**src/rtl/grp_alu_pkg.sv**
```systemverilog
package grp_alu_pkg;
  localparam int SUBVL_MAX = 4;
  localparam int EW_CODES  = 4;

  typedef enum logic [1:0] {
    ST_IDLE = 2'd0,
    ST_RUN  = 2'd1,
    ST_DONE = 2'd2
  } seq_st_e;
endpackage

```
**src/rtl/grp_loop_seq.sv**
```systemverilog
module grp_loop_seq
  import grp_alu_pkg::*;
#(
  parameter int VL_MAX = 16,
  parameter int VL_W   = $clog2(VL_MAX + 1),
  parameter int OFF_W  = $clog2(VL_MAX * SUBVL_MAX + 1)
) (
  input  logic              clk,
  input  logic              rst_n,
  input  logic              accept,
  input  logic [1:0]        subvl_m1,
  input  logic [VL_W-1:0]   vl,
  input  logic [VL_MAX-1:0] pred_mask,
  input  logic              pred_inv,
  output logic              busy,
  output logic              done,
  output logic              issue,
  output logic [OFF_W-1:0]  off
);
  seq_st_e           st;
  logic [VL_W-1:0]   grp_q;
  logic [VL_W-1:0]   vl_q;
  logic [1:0]        lane_q;
  logic [1:0]        sub_q;
  logic [VL_MAX-1:0] mask_q;
  logic              inv_q;
  logic              grp_on, lane_last, grp_end, grp_last;

  always_comb begin
    grp_on    = mask_q[0] ^ inv_q;
    lane_last = (lane_q == sub_q);
    grp_end   = !grp_on || lane_last;
    grp_last  = (grp_q == vl_q - 1'b1);
  end

  assign issue = (st == ST_RUN) && grp_on;
  assign busy  = (st != ST_IDLE);
  assign done  = (st == ST_DONE);

  always_ff @(posedge clk) begin
    if (!rst_n) begin
      st     <= ST_IDLE;
      grp_q  <= '0;
      vl_q   <= '0;
      lane_q <= '0;
      sub_q  <= '0;
      mask_q <= '0;
      inv_q  <= 1'b0;
      off    <= '0;
    end else begin
      case (st)
        ST_IDLE: begin
          if (accept) begin
            vl_q   <= (vl > VL_W'(VL_MAX)) ? VL_W'(VL_MAX) : vl;
            mask_q <= pred_mask;
            inv_q  <= pred_inv;
            sub_q  <= subvl_m1;
            grp_q  <= '0;
            lane_q <= '0;
            off    <= '0;
            st     <= (vl == '0) ? ST_DONE : ST_RUN;
          end
        end
        ST_RUN: begin
          if (grp_end) begin
            lane_q <= '0;
            grp_q  <= grp_q + 1'b1;
            mask_q <= mask_q >> 1;
            if (grp_last) st <= ST_DONE;
          end else begin
            lane_q <= lane_q + 1'b1;
          end
          off <= off + (grp_on ? OFF_W'(1) : (OFF_W'(sub_q) + OFF_W'(1)));
        end
        ST_DONE: st <= ST_IDLE;
        default: st <= ST_IDLE;
      endcase
    end
  end
endmodule

```
**src/rtl/grp_lane_add.sv**
```systemverilog
module grp_lane_add
  import grp_alu_pkg::*;
#(
  parameter int DATA_W = 32
) (
  input  logic [1:0]        ew,
  input  logic [DATA_W-1:0] a,
  input  logic [DATA_W-1:0] b,
  output logic [DATA_W-1:0] y
);
  logic [DATA_W-1:0] keep [EW_CODES];

  for (genvar g = 0; g < EW_CODES; g++) begin : g_keep
    localparam int NARROW = 8 << g;
    localparam int BITS   = (g >= 2 || NARROW > DATA_W) ? DATA_W : NARROW;
    assign keep[g] = {DATA_W{1'b1}} >> (DATA_W - BITS);
  end

  assign y = (a + b) & keep[ew];
endmodule

```
**src/rtl/grp_sub_alu.sv**
```systemverilog
module grp_sub_alu
  import grp_alu_pkg::*;
#(
  parameter int ADDR_W = 8,
  parameter int DATA_W = 32,
  parameter int VL_MAX = 16,
  parameter int VL_W   = $clog2(VL_MAX + 1)
) (
  input  logic              clk,
  input  logic              rst_n,
  input  logic              start,
  input  logic [ADDR_W-1:0] src1_base,
  input  logic [ADDR_W-1:0] src2_base,
  input  logic [ADDR_W-1:0] dst_base,
  input  logic [1:0]        subvl_m1,
  input  logic [1:0]        ew_sel,
  input  logic [VL_W-1:0]   vl,
  input  logic [VL_MAX-1:0] pred_mask,
  input  logic              pred_inv,
  output logic              busy,
  output logic              done,
  output logic              rd_en,
  output logic [ADDR_W-1:0] rd_addr_a,
  output logic [ADDR_W-1:0] rd_addr_b,
  input  logic [DATA_W-1:0] rd_data_a,
  input  logic [DATA_W-1:0] rd_data_b,
  output logic              wr_en,
  output logic [ADDR_W-1:0] wr_addr,
  output logic [DATA_W-1:0] wr_data
);
  localparam int OFF_W = $clog2(VL_MAX * SUBVL_MAX + 1);

  logic              accept;
  logic              issue;
  logic [OFF_W-1:0]  off;
  logic [ADDR_W-1:0] s1_q, s2_q, d_q;
  logic [1:0]        ew_q;
  logic              wv_q;
  logic [ADDR_W-1:0] wa_q;

  assign accept = start && !busy;

  grp_loop_seq #(
    .VL_MAX (VL_MAX),
    .VL_W   (VL_W),
    .OFF_W  (OFF_W)
  ) u_seq (
    .clk       (clk),
    .rst_n     (rst_n),
    .accept    (accept),
    .subvl_m1  (subvl_m1),
    .vl        (vl),
    .pred_mask (pred_mask),
    .pred_inv  (pred_inv),
    .busy      (busy),
    .done      (done),
    .issue     (issue),
    .off       (off)
  );

  always_ff @(posedge clk) begin
    if (!rst_n) begin
      s1_q <= '0;
      s2_q <= '0;
      d_q  <= '0;
      ew_q <= '0;
    end else if (accept) begin
      s1_q <= src1_base;
      s2_q <= src2_base;
      d_q  <= dst_base;
      ew_q <= ew_sel;
    end
  end

  assign rd_en     = issue;
  assign rd_addr_a = s1_q + ADDR_W'(off);
  assign rd_addr_b = s2_q + ADDR_W'(off);

  always_ff @(posedge clk) begin
    if (!rst_n) begin
      wv_q <= 1'b0;
      wa_q <= '0;
    end else begin
      wv_q <= issue;
      wa_q <= d_q + ADDR_W'(off);
    end
  end

  grp_lane_add #(.DATA_W(DATA_W)) u_add (
    .ew (ew_q),
    .a  (rd_data_a),
    .b  (rd_data_b),
    .y  (wr_data)
  );

  assign wr_en   = wv_q;
  assign wr_addr = wa_q;
endmodule

```
**config.mk**
```make
export PLATFORM = sky130hd
export DESIGN_NAME = grp_sub_alu
export DESIGN_NICKNAME = d
export VERILOG_FILES = /design/src/rtl/grp_alu_pkg.sv /design/src/rtl/grp_loop_seq.sv /design/src/rtl/grp_lane_add.sv /design/src/rtl/grp_sub_alu.sv
export SDC_FILE = /design/constraint.sdc
export NUM_CORES = 1
export LEC_CHECK = 0
export BUFFER_PORTS_ARGS = -buffer_cell sky130_fd_sc_hd__buf_2
export CORE_MARGIN = 3
export CORE_UTILIZATION = 25
export CTS_CLUSTER_DIAMETER = 60
export DETAILED_ROUTE_END_ITERATION = 10
export PLACE_DENSITY_LB_ADDON = 0.05
export SKIP_LAST_GASP = 1
export SLEW_MARGIN = 10
export SYNTH_ARGS = -nofsm -noshare
export SYNTH_HDL_FRONTEND = slang
export SYNTH_SLANG_ARGS = --single-unit
```
**constraint.sdc**
```tcl
create_clock -name clk -period 8.85 [get_ports clk]
set_clock_uncertainty 0.1 [all_clocks]
set_input_delay 0.885 -clock clk [delete_from_list [all_inputs] [get_ports clk]]
set_output_delay 0.885 -clock clk [all_outputs]
set_load 0.01 [all_outputs]
```
==> impl_metrics.yaml <==
global_route:
  grt-ovfl-total: 0
  antenna_found_initial: 0
  grt_pass1_vias: 5311
  grt_util_all_layers: 0.138
  grt_first_pass_wirelength_mm: 27.8
  grt_max_degree: 74
synthesis:
  synthAdderAreaFrac: 0.142
  ys_types: 55
  synth_ff_type: "dfxtp_1"
  synth_edf_count: 0
  yosys_register_bits: 75
  async_flop_share: 0
  synthesis.nets: 921
  synth_top_area_share: 0.259
  avgSynthCellArea_um2: 7.84
  synthMuxAreaShare: 0.0121
  synth-simple-area-share: 0.240
  seq_area_frac_synth: 0.259
  syn_area_um2: 5810
  synth_compound_area_frac: 0.234
  synth_top_family_by_area: "simple AND/OR/NAND/NOR gates"
  synth_xor_area_frac: 0.0739
  yosys_warnings: 0
  synth_cells: 741
  synth_area_leaders: "dfxtp_1 26%, ha_1 12%, nand2_1 8.5%"
  yosysTopAreaCell: "dfxtp_1"
clocking:
  cts_tree: "built"
  insertion_delay_ps: 340
  cts_buffers: 9
  cts_setup_buffers: 0
  cts_sinks: 75
  h-tree-depth: 3
  clk_path_buf_depth: 2
  ctsHoldBuffers: 0
  clk_pin_slew_worst_paths_ps: 70
  post_cts_resized: 0
  cts_root_buf: "clkbuf_16"
setup_path:
  startpoint_type: "input port"
  end_kind: "primary output"
  path_max_fanout: 6
  path_class: "in -> out"
  arrival_ps: 3690
  critPathRequiredTime_ps: 7870
power:
  switching_share: 0.299
  vdd_drop_max_uv: 97.7
  powerDensity_nw_per_um2: 148
  p_leak_uw: 0.00355
  p_int_uw: 760
  clkPwrFrac: 0.389
  power_frac_seq: 0.345
  p_sw_uw: 325
  comb_power_share: 0.266
finish:
  nNetsFinal: 1080
  final_layout_size_suffix_gt1_frac: 0.225
  final_core_util: 0.322
  syn_to_final_growth_pct: 25.7
  multi_input_area_um2: 4080
  n_antenna_cell: 0
  nFillCells: 2557
  seq_area_um2: 1500
  layoutNonFillerInstCount: 1190
route:
  drtIter0Drc: 188
  drc: 0
  ant_nets: 0
  dr.pass1.iters: 4
  routed_wl_mm: 18.0
  vias: 5558
  post_drt_via_cell_ratio: 4.67
  wl_per_cell_um: 15.2
run_status:
  run_status: "complete, no violations"
place:
  gp_congestion: 0.765
  dp_slack_ps: 4180
  portBuffers: 176
  placed_cells: 1174
  dp_hpwl_mm: 13.9
timing:
  setup_viol: 0
  final_max_slew_viol_count: 0
  slew_headroom: 0.317
  rsz0062_at_grt: "false"
  hold_viol: 0
  final.min_clock_period_ps: 4680
  fin_ws_ps: 4170
  whs_ps: 368
  fin_tns_setup_ps: 0
  worstMarginPinSlew_ps: 1020
  fin_crit_sh: 0.528
  fmax_mhz: 214
floorplan:
  die_h_um: 158
  core_um2: 22700
  fp.dieArea_um2: 25100
  die_w_um: 158
  io_pins: 177
  num_rows: 55
  initial_core_util: 0.256
job:
  max_cap_violations: 0
min_path:
  hold_path_class: "reg -> reg"
## final cells by class
class	instances	share of cell area
clock buffer	10	0.0314
timing repair buffer	181	0.126
sequential	75	0.206
multi-input combinational	605	0.558
tap	285	0.0488
inverter	28	0.0144
clock inverter	6	0.0156
## power by group through the flow
stage / Clock [uW] / Sequential [uW] / Combinational (uW)
floorplan: 0 / 377 / 193
global placement: 0 / 382 / 295
detailed placement: 0 / 382 / 292
CTS: 439 / 375 / 293
global route: 449 / 378 / 325
finish: 422 / 374 / 288
## placed cells by master, fill, tap and decap left out, types with 8 or more instances in the layout
cell type	instances
dfxtp_1	75
o211a_1	17
ha_1	58
nor2b_1	12
nand2_1	131
clkbuf_16	9
xnor2_1	26
nor2_1	49
buf_2	176
nand3_1	32
inv_1	28
and2_1	15
a21oi_1	36
o21bai_1	8
o21ai_0	23
a21o_1	22
a21boi_0	40
nor3_1	11
xor2_1	23
## critical path, cell delays in order
cell	delay, ps
buf_2	100
ha_1	220
fa_1	400
a21o_1	230
a221o_1	310
a221o_1	440
a211oi_1	250
o21bai_1	160
a311o_1	400
mux2i_1	140
buf_2	140
## kinds of logic after synthesis
kind of cell	after synthesis
AO/OA/AOI/OAI	190
XOR/XNOR	49
adder cells (fa/ha/maj)	63
buffers and inverters	61
flip-flops	75
multiplexers	7
AND/OR/NAND/NOR	296
## sequential cells by signal, summed over array words and instances, names as in the netlist
signal,count
s2_q,8
u_seq.grp_q,5
d_q,8
wr_addr,8
ew_q,2
u_seq.inv_q,1
u_seq.st,2
u_seq.vl_q,5
wr_en,1
u_seq.off,7
s1_q,8
u_seq.mask_q,16
u_seq.lane_q,2
u_seq.sub_q,2
## Yosys cell counts, types with 6 or more instances
cell type and instances:
nor3b_1 6, o21ai_0 23, xor2_1 23, nor2b_1 12
a21oi_1 36, dfxtp_1 75, nand2b_1 7, xnor2_1 26
nor3_1 11, o211a_1 17, nor2_1 49, clkbuf_1 33
nand2_1 131, mux2i_1 7, and2_1 15, o21bai_1 8
nand4_1 6, nand3_1 32, a21o_1 22, ha_1 58
a21boi_0 40, o211ai_1 6, inv_1 28
## layer usage
| metal | wire length [um] | part of all wire | track usage | vias up |
|---|---|---|---|---|
| li1 | - | - | - | 2938 |
| met1 | 8610 | 0.48 | 0.182 | 2492 |
| met2 | 8410 | 0.47 | 0.236 | 119 |
| met3 | 889 | 0.049 | 0.0223 | 9 |
| met4 | 140 | 0.0078 | 0.0299 | 0 |
| met5 | 0 | 0 | 0 | - |
## metrics by stage
step           cell area [um^2]  power (uW)
2_1_floorplan              5810         570
3_3_place_gp               6960         678
3_5_place_dp               6960         675
4_1_cts                    7300        1110
5_1_grt                    7300        1150
6_report                   7300        1080
## final timing paths
kind,from,endpoint,slack (ps),depth (start not counted)
worst min register to register,s2_q[3]$_SDFFE_PN0P_,s2_q[3]$_SDFFE_PN0P_,370,2
worst min-delay path,s2_q[3]$_SDFFE_PN0P_,s2_q[3]$_SDFFE_PN0P_,370,2
worst max register to register,u_seq.st[0]$_SDFFE_PN0P_,u_seq.grp_q[4]$_SDFFE_PN0P_,6130,8
worst max-delay path,rd_data_a[0],wr_data[24],4170,11
(Power assumes the default switching activity.)
